===== config.mk =====
export PLATFORM = sky130hd
export DESIGN_NAME = winScanAddrGen
export DESIGN_NICKNAME = d
export VERILOG_FILES = /design/src/rtl/winScanPkg.sv /design/src/rtl/winScanCtrl.sv /design/src/rtl/winScanDatapath.sv /design/src/rtl/winScanAddrGen.sv
export SDC_FILE = /design/constraint.sdc
export NUM_CORES = 1
export LEC_CHECK = 0
export BUFFER_PORTS_ARGS = -buffer_cell sky130_fd_sc_hd__buf_2
export CAP_MARGIN = 20
export CORE_AREA = 2 2 63 65
export CTS_CLUSTER_SIZE = 25
export DETAILED_ROUTE_END_ITERATION = 16
export DIE_AREA = 0 0 65 67
export HOLD_SLACK_MARGIN = 0.1
export PLACE_DENSITY = 0.76
export SYNTH_ARGS = -nofsm -noshare
export SYNTH_HDL_FRONTEND = slang
export SYNTH_SLANG_ARGS = --single-unit

===== constraint.sdc =====
create_clock -name clk -period 2.5 [get_ports clk]
set_clock_uncertainty 0.05 [all_clocks]
set_input_delay 0 -clock clk [delete_from_list [all_inputs] [get_ports clk]]
set_output_delay 0 -clock clk [all_outputs]
set_load 0.02 [all_outputs]

===== src/rtl/winScanPkg.sv =====
package winScanPkg;
  typedef struct packed {
    logic load;
    logic step;
  } winStrobes_t;
endpackage


===== src/rtl/winScanCtrl.sv =====
module winScanCtrl
  import winScanPkg::*;
(
  input  logic        clk,
  input  logic        rstN,
  input  logic        go,
  input  logic        advance,
  input  logic        isLast,
  output winStrobes_t strobes,
  output logic        active,
  output logic        done
);
  always_comb begin
    strobes.load = go & ~active;
    strobes.step = active & advance;
  end

  always_ff @(posedge clk or negedge rstN) begin
    if (!rstN) begin
      active <= 1'b0;
      done   <= 1'b0;
    end else begin
      done <= strobes.step & isLast;
      if (strobes.load)
        active <= 1'b1;
      else if (strobes.step && isLast)
        active <= 1'b0;
    end
  end
endmodule


===== src/rtl/winScanDatapath.sv =====
module winScanDatapath
  import winScanPkg::*;
#(
  parameter int TILE_W = 4,
  parameter int SUB_W  = 3,
  localparam int COORD_W = TILE_W + SUB_W,
  localparam int BYTE_W  = 2 * TILE_W
) (
  input  logic               clk,
  input  logic               rstN,
  input  winStrobes_t        strobes,
  input  logic [BYTE_W-1:0]  startByte,
  input  logic [BYTE_W-1:0]  endByte,
  output logic [COORD_W-1:0] pixX,
  output logic [COORD_W-1:0] pixY,
  output logic               isLast
);
  localparam int AXES  = 2;
  localparam int TILES = 1 << TILE_W;

  logic [COORD_W-1:0] coord [AXES];
  logic [AXES-1:0]    atLast;

  for (genvar a = 0; a < AXES; a++) begin : g_axis
    logic [TILE_W-1:0]  startRaw, endRaw, startTile;
    logic [TILE_W:0]    endTile, boundTile;
    logic [COORD_W:0]   lastExt;
    logic [COORD_W-1:0] lastPix, firstPix;
    logic               axisStep;

    assign startRaw = startByte[a*TILE_W +: TILE_W];
    assign endRaw   = endByte[a*TILE_W +: TILE_W];
    // exclusive bound, clamped to the grid edge when not beyond the start
    assign boundTile = (endRaw > startRaw) ? {1'b0, endRaw} : (TILE_W+1)'(TILES);

    always_ff @(posedge clk or negedge rstN) begin
      if (!rstN) begin
        startTile <= '0;
        endTile   <= '0;
      end else if (strobes.load) begin
        startTile <= startRaw;
        endTile   <= boundTile;
      end
    end

    assign firstPix = {startTile, {SUB_W{1'b0}}};
    assign lastExt  = {endTile, {SUB_W{1'b0}}} - (COORD_W+1)'(1);
    assign lastPix  = lastExt[COORD_W-1:0];
    assign atLast[a] = (coord[a] == lastPix);

    if (a == 0) begin : g_fast
      assign axisStep = strobes.step;
    end else begin : g_slow
      assign axisStep = strobes.step & (&atLast[a-1:0]);
    end

    always_ff @(posedge clk or negedge rstN) begin
      if (!rstN)
        coord[a] <= '0;
      else if (strobes.load)
        coord[a] <= {startRaw, {SUB_W{1'b0}}};
      else if (axisStep)
        coord[a] <= atLast[a] ? firstPix : coord[a] + COORD_W'(1);
    end
  end

  assign pixX   = coord[0];
  assign pixY   = coord[1];
  assign isLast = &atLast;
endmodule


===== src/rtl/winScanAddrGen.sv =====
module winScanAddrGen
  import winScanPkg::*;
#(
  parameter int TILE_W = 4,
  parameter int SUB_W  = 3,
  localparam int COORD_W = TILE_W + SUB_W,
  localparam int BYTE_W  = 2 * TILE_W
) (
  input  logic               clk,
  input  logic               rstN,
  input  logic [BYTE_W-1:0]  startByte,
  input  logic [BYTE_W-1:0]  endByte,
  input  logic               go,
  input  logic               advance,
  output logic [COORD_W-1:0] pixX,
  output logic [COORD_W-1:0] pixY,
  output logic               pixStrobe,
  output logic               winActive,
  output logic               scanDone
);
  winStrobes_t strobes;
  logic        isLast;

  winScanCtrl ctrl_i (
    .clk(clk), .rstN(rstN), .go(go), .advance(advance), .isLast(isLast),
    .strobes(strobes), .active(winActive), .done(scanDone)
  );

  winScanDatapath #(.TILE_W(TILE_W), .SUB_W(SUB_W)) dp_i (
    .clk(clk), .rstN(rstN), .strobes(strobes),
    .startByte(startByte), .endByte(endByte),
    .pixX(pixX), .pixY(pixY), .isLast(isLast)
  );

  assign pixStrobe = strobes.step;
endmodule


==> results of run 1 <==
-- per-layer routing --
layer | global-route usage (%) | wire (um) | part of all wire [%]
met2 | 38.9 | 2150 | 50
met5 | 0 | 0 | 0
met1 | 27.7 | 1860 | 44
met4 | 10.9 | 90 | 2.1
met3 | 7.26 | 163 | 3.8
-- through the flow --
| step | util (%) | setup WS [ns] | area [um2] | cells | power (mW) |
|---|---|---|---|---|---|
| after floorplan | - | 0.559 | 1920 | 206 | 1.21 |
| after CTS | 67.0 | 0.285 | 2420 | 311 | 1.86 |
| final | 67.0 | 0.282 | 2420 | 311 | 1.85 |
| after detailed placement | 59.4 | 0.300 | 2140 | 286 | 1.40 |
| after global routing | 67.0 | 0.0679 | 2420 | 311 | 1.98 |
| after global placement | 59.4 | 0.398 | 2140 | 286 | 1.39 |
-- cells by family (layout without fill, tap and decap cells) --
family,Yosys count,count (layout),share of synthesized area [%]
fa+ha+maj,12,12,7.80
buf+inv,21,78,4.94
flops,32,32,41.6
xor+xnor,20,20,9.82
simple gates,76,76,19.2
mux,5,5,2.60
compound gates,40,40,14.0
-- area by class of cell --
| class | instances | area, um2 | area share [%] |
|---|---|---|---|
| multi-input combinational | 153 | 1030 | 42.5 |
| sequential | 32 | 801 | 33.1 |
| timing repair buffer | 56 | 375 | 15.5 |
| clock buffer | 7 | 96.3 | 3.99 |
| tap | 48 | 60.1 | 2.48 |
| inverter | 15 | 56.3 | 2.33 |
-- registers in the layout, summed over array words and instances (netlist names) --
| register | count |
|---|---|
| dp_i.g_axis.endTile | 8 |
| dp_i.pixX | 7 |
| dp_i.pixY | 7 |
| ctrl_i.done | 1 |
| dp_i.g_axis.startTile | 8 |
| ctrl_i.active | 1 |
-- cell usage in the layout, fill, tap and decap left out, types with 2 or more instances in the layout --
cell	netlist	layout
nor3_1	3	3
clkbuf_8	0	7
dfrtp_1	32	32
a22oi_1	2	2
nand4b_1	2	2
nand3_1	7	7
a21oi_1	10	10
xnor2_1	10	10
mux2i_1	5	5
o21a_1	2	2
o21ai_0	8	8
buf_4	0	2
o211ai_1	3	3
ha_1	12	12
nand4_1	5	5
nor2b_1	3	3
inv_1	14	14
xor2_1	9	9
dlygate4sd3_1	0	18
nand2_1	39	39
a22o_1	8	8
nor2_1	5	5
and3_1	5	5
buf_2	0	36
o22ai_1	2	2
-- what timing repair did --
item	in CTS	in global routing
hold endpoints to repair	57	0
resized for setup	0	0
hold buffers	18	0
-- power groups by stage --
stage | Sequential (mW) | Clock (mW) | Combinational (mW)
after floorplan | 0.844 | 0 | 0.369
after global placement | 0.780 | 0 | 0.609
after detailed placement | 0.783 | 0 | 0.619
after CTS | 0.774 | 0.443 | 0.644
after global routing | 0.796 | 0.470 | 0.715
final | 0.776 | 0.432 | 0.641
-- worst paths after layout --
| kind | end | slack [ns] | from | cells after the start |
|---|---|---|---|---|
| max | dp_i.pixY[6] | 0.28 | dp_i.g_axis[0].endTile[0] | 7 |
| min | dp_i.pixX[0] | 0.18 | advance | 3 |
| max reg2reg | dp_i.pixY[6] | 0.28 | dp_i.g_axis[0].endTile[0] | 7 |
| min reg2reg | dp_i.g_axis[1].startTile[2] | 0.43 | dp_i.g_axis[1].startTile[2] | 2 |
| max in group asynchronous | dp_i.g_axis[0].endTile[3] | 1.72 | rstN | 2 |
| min in group asynchronous | dp_i.pixX[1] | 0.24 | rstN | 2 |
-- worst register-to-register path, cell delays in order, from the launching register on --
cell	delay [ns]
dfrtp_1	0.39
inv_1	0.06
ha_1	0.18
xnor3_1	0.39
nand4_1	0.13
nor3_1	0.47
o22ai_1	0.18
o221a_2	0.26
==> metrics.md, run 1 <==
| Metric | Value |
|---|---|
| Initial DRT Pass Iterations | 4 |
| Top_reg_cell synth | dfrtp_1 |
| WP data required | 2.63 ns |
| Sw frac | 37.0% |
| GR Util All Layers | 23.5% |
| HP Class | in2reg |
| GPL Wtd Cong | 0.822 |
| Routed Antenna Nets | 0 |
| Die H | 67 um |
| Clock power frac | 23.4% |
| Total CTS buffers | 5 |
| Maximum VDD drop | 0.490 mV |
| Wirelength per Cell | 13.7 um |
| Yosys top cell by area | dfrtp_1 |
| Clk_lat worst skew | 0.29 ns |
| Status | completed |
| Max Clk Rate | 451 MHz |
| CP endpoint kind | register |
| CTS Buffer Depth | 2 |
| Startpoint Class | register |
| Drt drc | 0 |
| Fin Setup TNS | 0 ns |
| Initial core utilization | 53.4% |
| Synth Net Count | 238 |
| EDFF count, synth | 0 |
| Min Clock Period, post-route | 2.22 ns |
| Fill count | 318 |
| CORE AREA | 3610 um2 |
| Clock slew at reported path FFs | 0.06 ns |
| CTS tree | built |
| CP max-delay cell | nor3_1 |
| Crit path cell chain | inv_1 > ha_1 > xnor3_1 > nand4_1 > nor3_1 > o22ai_1 > o221a_2 |
| WHS | 0.176 ns |
| Diodes inserted | 0 |
| Synth top area share | 41.6% |
| Via count | 1673 |
| Combinational share of power | 34.7% |
| Power per cell area | 765 nW/um2 |
| # setup viols final | 0 |
| Pint | 1.16 mW |
| CTS H-tree depth | 2 |
| Root Driver | clkbuf_8 |
| # IOs | 37 |
| Synthesized area | 1920 um2 |
| Max-cap violations | 0 |
| Top delay family on crit path | simple AND/OR/NAND/NOR gates |
| Synth area leaders | dfrtp_1 42%, ha_1 7.8%, nand2_1 7.6% |
| Worst-path fanout max | 5 |
| Max stage delay on crit path | 0.47 ns |
| Worst rel slew slack | 52.3% |
| Layout area overhead | 25.6% |
| Worst slew pin tran | 0.715 ns |
| Post-CTS Setup Repair Bufs | 0 |
| CTS sink cnt | 32 |
| DIE AREA | 4360 um2 |
| Vias in the first global route | 1650 |
| Hpwl dp | 3030 um |
| Initial antenna violation count | 0 |
| Unrepaired setup endpoints after global routing | false |
| IO buf count | 36 |
| Leakage power | 1.19 nW |
| Share of layout cells above drive strength 1 | 19.0% |
| Asr flop ratio synth | 100% |
| Synth Warn # | 0 |
| Syn Inst Count | 206 |
| Tcrit/Tclk final | 88.7% |
| Sequential-to-total area share from yosys stat | 41.6% |
| WS Path Type | reg2reg |
| Post-synth top cells | 39 x nand2_1, 32 x dfrtp_1, 14 x inv_1 |
| Flop pwr share | 42.0% |
| #FFs+latches synth | 32 |
| Most frequent cell after synthesis | nand2_1 |
| Yosys cell types | 38 |
| WL final | 4270 um |
| FP Rows | 22 |
| Switching power | 0.684 mW |
| Vias per cell | 5.38 |
| Iter 0 DRT Violations | 148 |
| Nets | 295 |
| Die width | 65 um |
| Global-route wire length before repair | 7490 um |
| Average cell area after synthesis | 9.34 um2 |
| Final hold viol count | 0 |
| Max-slew violation count | 0 |
| Buf/Inv on CP | 1 |
| Worst EP arrival | 2.35 ns |
| GRT Residual Overflow | 0 |
| Largest net degree at the start of global routing | 33 |
No activity file was read; power rests on OpenSTA's default activity.
==> inputs of run 2 (changes only) <==
--- a/config.mk
+++ b/config.mk
@@ -5,12 +5,13 @@
 export SDC_FILE = /design/constraint.sdc
 export NUM_CORES = 1
 export LEC_CHECK = 0
+export ABC_AREA = 1
 export BUFFER_PORTS_ARGS = -buffer_cell sky130_fd_sc_hd__buf_2
 export CAP_MARGIN = 20
-export CORE_AREA = 2 2 63 65
+export CORE_AREA = 2 2 67 69
 export CTS_CLUSTER_SIZE = 25
 export DETAILED_ROUTE_END_ITERATION = 16
-export DIE_AREA = 0 0 65 67
+export DIE_AREA = 0 0 69 71
 export HOLD_SLACK_MARGIN = 0.1
 export PLACE_DENSITY = 0.76
 export SYNTH_ARGS = -nofsm -noshare
==> constraint.sdc (replaced) <==
create_clock -name clk -period 2.84 [get_ports clk]
set_clock_uncertainty 0.05 [all_clocks]
set_input_delay 0 -clock clk [delete_from_list [all_inputs] [get_ports clk]]
set_output_delay 0 -clock clk [all_outputs]
set_load 0.02 [all_outputs]
==> run 2 against run 1 <==
  * Synthesized cell count grew 59%
  * Sequential cell count unchanged
  * Routed wire length up 29%
  * Worst setup slack improved by 0.60 ns
  * Count of clock-buffer cells in the layout grew 1
  * Utilization down 2.8 points
  * Global-route usage is 0.53 points higher
  * Final area grew 12%
  * Fmax grew 13%
  * Critical path type unchanged
==> metrics.md, run 2 <==
| Metric | Value |
|---|---|
| Routed Antenna Nets | 0 (unchanged) |
| Initial DRT Pass Iterations | 4 (unchanged) |
| Worst rel slew slack | 52.0% (was 52.3%) |
| CTS tree | built (unchanged) |
| Unrepaired setup endpoints after global routing | false (unchanged) |
| Share of layout cells above drive strength 1 | 15.4% (was 19.0%) |
| Drt drc | 0 (unchanged) |
| CORE AREA | 4200 um2 (was 3610 um2) |
| Worst-path fanout max | 23 (was 5) |
| Synth area leaders | dfrtp_1 36%, nand2_1 17%, nand3_1 8.2% (was dfrtp_1 42%, ha_1 7.8%, nand2_1 7.6%) |
| Diodes inserted | 0 (unchanged) |
| Worst R2R End | dp_i.pixY[3] (was dp_i.pixY[6]) |
| IO buf count | 36 (unchanged) |
| Initial core utilization | 52.5% (was 53.4%) |
| Leakage power | 1.47 nW (was 1.19 nW) |
| Crit path to | dp_i.pixY[3] (was dp_i.pixY[6]) |
| # setup viols final | 0 (unchanged) |
| Placed insts | 411 (was 286) |
| Top delay family on crit path | buffers and inverters (was simple AND/OR/NAND/NOR gates) |
| Vias in the first global route | 2158 (was 1650) |
| Fin Setup TNS | 0 ns (unchanged) |
| Clock slew at reported path FFs | 0.06 ns (about the same) |
| FP Rows | 24 (was 22) |
| Wirelength per Cell | 12.6 um (was 13.7 um) |
| Crit path cell chain | inv_2 > nand2_1 > inv_2 > buf_4 > nor2_1 > nand3_1 > nand3_1 > nand2_1 > nand2_1 (was inv_1 > ha_1 > xnor3_1 > nand4_1 > nor3_1 > o22ai_1 > o221a_2) |
| Largest net degree at the start of global routing | 33 (unchanged) |
| Cell count of the worst reg-to-reg path | 9 (was 7) |
| Top Registers | dp_i.g_axis.endTile x8, dp_i.g_axis.startTile x8 (unchanged) |
| CTS Buffer Depth | 2 (unchanged) |
| Setup ws final | 0.881 ns (was 0.282 ns) |
| Tcrit/Tclk final | 69.0% (was 88.7%) |
| CP max-delay cell | dfrtp_1 (was nor3_1) |
| Max-slew violation count | 0 (unchanged) |
| Min Clock Period, post-route | 1.96 ns (was 2.22 ns) |
| WP data required | 2.96 ns (was 2.63 ns) |
| Hpwl dp | 3830 um (was 3030 um) |
| Max stage delay on crit path | 0.40 ns (was 0.47 ns) |
| Startpoint Class | register (unchanged) |
| Vias per cell | 5.11 (was 5.38) |
| Clk_lat worst skew | 0.28 ns (was 0.29 ns) |
| Non-Filler Instances | 436 (was 311) |
| Via count | 2229 (was 1673) |
| WHS | 0.145 ns (was 0.176 ns) |
| Global-route wire length before repair | 9450 um (was 7490 um) |
| Sequential-to-total area share from yosys stat | 36.3% (was 41.6%) |
| Dpl cell area | 2440 um2 (was 2140 um2) |
| Final hold viol count | 0 (unchanged) |
| Root Driver | clkbuf_8 (unchanged) |
| CTS sink cnt | 32 (unchanged) |
| Nets | 415 (was 295) |
| Layout area overhead | 22.3% (was 25.6%) |
| Synth Net Count | 359 (was 238) |
| Asr flop ratio synth | 100% (unchanged) |
| Yosys cell types | 25 (was 38) |
| Most frequent cells in the layout | 100 x nand2_1, 43 x nor2_1, 40 x inv_1 (was 39 x nand2_1, 36 x buf_2, 32 x dfrtp_1) |
| EDFF count, synth | 0 (unchanged) |
| HP Class | in2reg (unchanged) |
| WS Path Type | reg2reg (unchanged) |
| Synthesized area | 2210 um2 (was 1920 um2) |
| CTS H-tree depth | 2 (unchanged) |
| Crit. path cell count | 9 (was 7) |
| Syn Inst Count | 327 (was 206) |
| Power, Total | 1.35 mW (was 1.85 mW) |
| Initial antenna violation count | 0 (unchanged) |
| Top_reg_cell synth | dfrtp_1 (unchanged) |
| Worst r2r src | ctrl_i.active (was dp_i.g_axis[0].endTile[0]) |
| Worst EP arrival | 2.08 ns (was 2.35 ns) |
| Yosys top cell by area | dfrtp_1 (unchanged) |
| Buf/Inv on CP | 3 (was 1) |
| Max Clk Rate | 511 MHz (was 451 MHz) |
| Final instance area | 2700 um2 (was 2420 um2) |
| Max-cap violations | 0 (unchanged) |
| Average cell area after synthesis | 6.75 um2 (was 9.34 um2) |
| WL final | 5480 um (was 4270 um) |
| Post-synth top cells | 100 x nand2_1, 43 x nor2_1, 40 x inv_1 (was 39 x nand2_1, 32 x dfrtp_1, 14 x inv_1) |
| #FFs+latches synth | 32 (unchanged) |
| Worst R2R Setup Slack | 0.88 ns (was 0.28 ns) |
| Synth Warn # | 0 (unchanged) |
| Commonest non-fill, non-tap cell in the layout | nand2_1 (unchanged) |
| GPL Wtd Cong | 0.801 (was 0.822) |
| Worst setup path startpoint | ctrl_i.active (was dp_i.g_axis[0].endTile[0]) |
| GR Util All Layers | 24.0% (was 23.5%) |
| Die width | 69 um (was 65 um) |
| Die H | 71 um (was 67 um) |
| Iter 0 DRT Violations | 145 (was 148) |
| # IOs | 37 (unchanged) |
| Most frequent cell after synthesis | nand2_1 (unchanged) |
| End-of-flow core utilization | 64.2% (was 67.0%) |
| Status | completed (unchanged) |
| Total CTS buffers | 5 (unchanged) |
| Worst slew pin tran | 0.720 ns (was 0.715 ns) |
| CP endpoint kind | register (unchanged) |
| Most used cell, CP | nand2_1 |
| Placement Setup Slack | 0.884 ns (was 0.300 ns) |
| Power per cell area | 501 nW/um2 (was 765 nW/um2) |
| Maximum VDD drop | 0.237 mV (was 0.490 mV) |
| DIE AREA | 4900 um2 (was 4360 um2) |
| Post-CTS Setup Repair Bufs | 0 (unchanged) |
| GRT Residual Overflow | 0 (unchanged) |
| Synth top area share | 36.3% (was 41.6%) |
## run 2: where the power goes
part	leakage (nW)	internal, mW	switching, mW
combinational	1.09	0.151	0.266
clock	0.0455	0.197	0.163
sequential	0.340	0.498	0.0757
## run 2: layout make-up
| cell class | instances | area (um2) |
|---|---|---|
| Clock buffer | 8 | 90.1 |
| Multi-Input combinational cell | 242 | 1200 |
| Timing Repair Buffer | 54 | 358 |
| Inverter | 48 | 185 |
| Tap cell | 52 | 65.1 |
| Sequential cell | 32 | 801 |
| Fill cell | 386 | 1510 |
## run 2: worst min-delay path by stage
stage / slack [ns] / cells past startpoint / start / to
global placement: 0.04 / 1 / rstN / dp_i.pixX[1]
global route: 0.21 / 5 / advance / dp_i.pixX[2]
CTS: 0.14 / 5 / advance / dp_i.pixX[2]
detailed placement: 0.05 / 1 / rstN / dp_i.pixX[2]
floorplan: -0.35 / 0 / rstN / ctrl_i.active
finish: 0.14 / 5 / advance / dp_i.pixX[2]
## run 2: per-layer routing
| layer | up-vias | part of all wire, % | track usage [%] | routed length [um] |
|---|---|---|---|---|
| li1 | 1144 | - | - | - |
| met5 | - | 0 | 0 | 0 |
| met4 | 0 | 2.9 | 10.0 | 157 |
| met1 | 1026 | 41 | 27.8 | 2260 |
| met3 | 16 | 3.0 | 4.13 | 167 |
| met2 | 43 | 53 | 43.8 | 2900 |
## run 2: what timing repair did
item / 4_1_cts / 5_1_grt
gates resized for setup: 0 / 0
hold buffers: 17 / 0
endpoints found under the hold margin: 53 / 0
## run 2: kinds of logic (layout without fill, tap and decap cells)
kind of cell    Yosys count  after routing  synth area share, %
compound gates           39             39                 9.24
buf+inv                  53            110                 9.35
flops                    32             32                 36.3
simple gates            191            191                 38.3
fa+ha+maj                12             12                 6.80
## run 2: worst reg2reg max path, stage by stage (launching register included)
cell,delay [ns]
dfrtp_1,0.40
inv_2,0.06
nand2_1,0.29
inv_2,0.39
buf_4,0.30
nor2_1,0.08
nand3_1,0.08
nand3_1,0.08
nand2_1,0.07
nand2_1,0.05
==> inputs of run 3 (changes only) <==
--- a/config.mk
+++ b/config.mk
@@ -8,12 +8,12 @@
 export ABC_AREA = 1
 export BUFFER_PORTS_ARGS = -buffer_cell sky130_fd_sc_hd__buf_2
 export CAP_MARGIN = 20
-export CORE_AREA = 2 2 67 69
+export CORE_AREA = 2 2 69 71
 export CTS_CLUSTER_SIZE = 25
 export DETAILED_ROUTE_END_ITERATION = 16
-export DIE_AREA = 0 0 69 71
+export DIE_AREA = 0 0 71 73
 export HOLD_SLACK_MARGIN = 0.1
-export PLACE_DENSITY = 0.76
+export PLACE_DENSITY = 0.75
 export SYNTH_ARGS = -nofsm -noshare
 export SYNTH_HDL_FRONTEND = slang
 export SYNTH_SLANG_ARGS = --single-unit
==> constraint.sdc (replaced) <==
create_clock -name clk -period 1.65 [get_ports clk]
set_clock_uncertainty 0.05 [all_clocks]
set_input_delay 0 -clock clk [delete_from_list [all_inputs] [get_ports clk]]
set_output_delay 0 -clock clk [all_outputs]
set_load 0.02 [all_outputs]
==> run 3 against run 2 <==
  * Final area rose by 8.4%
  * Sequential power rose by 70%
  * Largest cell class unchanged
  * Largest power group unchanged
  * Fmax rose by 22%
  * Final cell count rose by 4.8%
==> metrics.md, run 3 (same netlist as run 2, synthesis figures left out) <==
| Metric | Value |
|---|---|
| Status | completed (unchanged) |
| Clk_lat worst skew | 0.29 ns (was 0.28 ns) |
| GRT Residual Overflow | 0 (unchanged) |
| Worst-path fanout max | 8 (was 23) |
| Fill count | 416 (was 386) |
| Final hold viol count | 0 (unchanged) |
| Initial DRT Pass Iterations | 4 (unchanged) |
| Max stage delay on crit path | 0.39 ns (was 0.40 ns) |
| Max Clk Rate | 625 MHz (was 511 MHz) |
| Via count | 2291 (was 2229) |
| Placed insts | 429 (was 411) |
| Final instance area | 2930 um2 (was 2700 um2) |
| Unrepaired setup endpoints after global routing | true (was false) |
| # IOs | 37 (unchanged) |
| CTS Buffer Depth | 2 (unchanged) |
| CTS H-tree depth | 2 (unchanged) |
| Nets | 435 (was 415) |
| CP max-delay cell | dfrtp_1 (unchanged) |
| Die width | 71 um (was 69 um) |
| Wirelength per Cell | 12.0 um (was 12.6 um) |
| Tcrit/Tclk final | 96.9% (was 69.0%) |
| Startpoint Class | register (unchanged) |
| CORE AREA | 4540 um2 (was 4200 um2) |
| Multi-input gate area | 1270 um2 (was 1200 um2) |
| Maximum VDD drop | 0.442 mV (was 0.237 mV) |
| HP Class | in2reg (unchanged) |
| FP Rows | 25 (was 24) |
| Total CTS buffers | 5 (unchanged) |
| Max-cap violations | 0 (unchanged) |
| CTS sink cnt | 32 (unchanged) |
| Worst slew pin tran | 0.751 ns (was 0.720 ns) |
| WP data required | 1.78 ns (was 2.96 ns) |
| # setup viols final | 0 (unchanged) |
| Die H | 73 um (was 71 um) |
| Leakage power | 1.57 nW (was 1.47 nW) |
| Share of layout cells above drive strength 1 | 25.1% (was 15.4%) |
| WL final | 5500 um (was 5480 um) |
| Hpwl dp | 3900 um (was 3830 um) |
| Commonest non-fill, non-tap cell in the layout | nand2_1 (unchanged) |
| Crit path cell chain | inv_2 > ha_4 > inv_2 > nand2_2 > nand2_2 > nand3_4 > nor2_8 > nand3_4 > nand2_8 > inv_8 > nand2_1 > nand2_1 (was inv_2 > nand2_1 > inv_2 > buf_4 > nor2_1 > nand3_1 > nand3_1 > nand2_1 > nand2_1) |
| Max-slew violation count | 0 (unchanged) |
| DIE AREA | 5180 um2 (was 4900 um2) |
| Setup ws final | 0.0507 ns (was 0.881 ns) |
| Worst EP arrival | 1.73 ns (was 2.08 ns) |
| Top Registers | dp_i.g_axis.endTile x8, dp_i.g_axis.startTile x8 (unchanged) |
| Iter 0 DRT Violations | 133 (was 145) |
| CTS tree | built (unchanged) |
| Clock slew at reported path FFs | 0.07 ns (was 0.06 ns) |
| Diodes inserted | 0 (unchanged) |
| Placement Setup Slack | -0.0273 ns (was 0.884 ns) |
| WS Path Type | reg2reg (unchanged) |
| Fin Setup TNS | 0 ns (unchanged) |
| CP endpoint kind | register (unchanged) |
| Drt drc | 0 (unchanged) |
| Vias in the first global route | 2281 (was 2158) |
| Register Area | 803 um2 (was 801 um2) |
| Worst rel slew slack | 49.9% (was 52.0%) |
| Min Clock Period, post-route | 1.60 ns (was 1.96 ns) |
| GPL Wtd Cong | 0.826 (was 0.801) |
| Initial antenna violation count | 0 (unchanged) |
| Non-Filler Instances | 457 (was 436) |
| IO buf count | 36 (unchanged) |
| Global-route wire length before repair | 9620 um (was 9450 um) |
| Most frequent cells in the layout | 91 x nand2_1, 41 x nor2_1, 36 x buf_2 (was 100 x nand2_1, 43 x nor2_1, 40 x inv_1) |
| Vias per cell | 5.01 (was 5.11) |
| Largest net degree at the start of global routing | 33 (unchanged) |
| Worst R2R Setup Slack | 0.05 ns (was 0.88 ns) |
| GR Util All Layers | 23.3% (was 24.0%) |
| Routed Antenna Nets | 0 (unchanged) |
| Layout area overhead | 32.6% (was 22.3%) |
| Power per cell area | 796 nW/um2 (was 501 nW/um2) |
| Dpl cell area | 2580 um2 (was 2440 um2) |
| Initial core utilization | 48.7% (was 52.5%) |
| End-of-flow core utilization | 64.5% (was 64.2%) |
| Root Driver | clkbuf_8 (unchanged) |
run 3: path summary, 6_finish.rpt:
kind	from	cells past startpoint	endpoint
max	dp_i.g_axis[0].endTile[0]	12	dp_i.pixY[5]
min	go	6	dp_i.pixX[6]
max reg2reg	dp_i.g_axis[0].endTile[0]	12	dp_i.pixY[5]
min reg2reg	dp_i.g_axis[1].startTile[0]	2	dp_i.g_axis[1].startTile[0]
max in group asynchronous	rstN	2	dp_i.pixX[0]
min in group asynchronous	rstN	2	dp_i.g_axis[0].endTile[3]
run 3: layout make-up:
type	count	share of cell area [%]
clock inverter	1	0.171
sequential	32	27.4
clock buffer	6	2.48
multi-input combinational	242	43.3
inverter	48	6.41
tap	54	2.31
timing repair buffer	74	17.9
run 3: per-layer routing:
metal / GRT usage, % / routed length [um] / vias up
met5: 0 / 0 / -
met4: 7.97 / 102 / 0
met3: 5.52 / 265 / 13
met2: 41.5 / 2710 / 54
met1: 27.7 / 2430 / 1040
li1: - / - / 1184
run 3: metrics by stage:
step	total power, mW	hold slack (ns)
6_report	2.33	0.121
5_1_grt	2.50	0.145
4_1_cts	2.32	0.117
3_5_place_dp	1.71	0.0522
3_3_place_gp	1.69	0.0563
2_1_floorplan	1.46	-0.346
run 3: power breakdown:
part	internal [mW]	switching (mW)	leakage, nW
Combinational	0.308	0.475	1.19
Sequential	0.860	0.116	0.338
Clock	0.286	0.285	0.0410
run 3: worst max-delay path: cells and delay by family, from the launching register on:
| kind | cells | cell delay, ns |
|---|---|---|
| adder cells (fa/ha/maj) | 1 | 0.20 |
| buffers and inverters | 3 | 0.18 |
| flip-flops | 1 | 0.39 |
| AND/OR/NAND/NOR | 8 | 0.68 |
run 3: repair_timing:
item	4_1_cts	5_1_grt
pin swaps	5	14
resized for setup	4	16
setup endpoints to repair	7	12
endpoints found under the hold margin	53	0
hold buffers	18	0
setup buffers	1	2
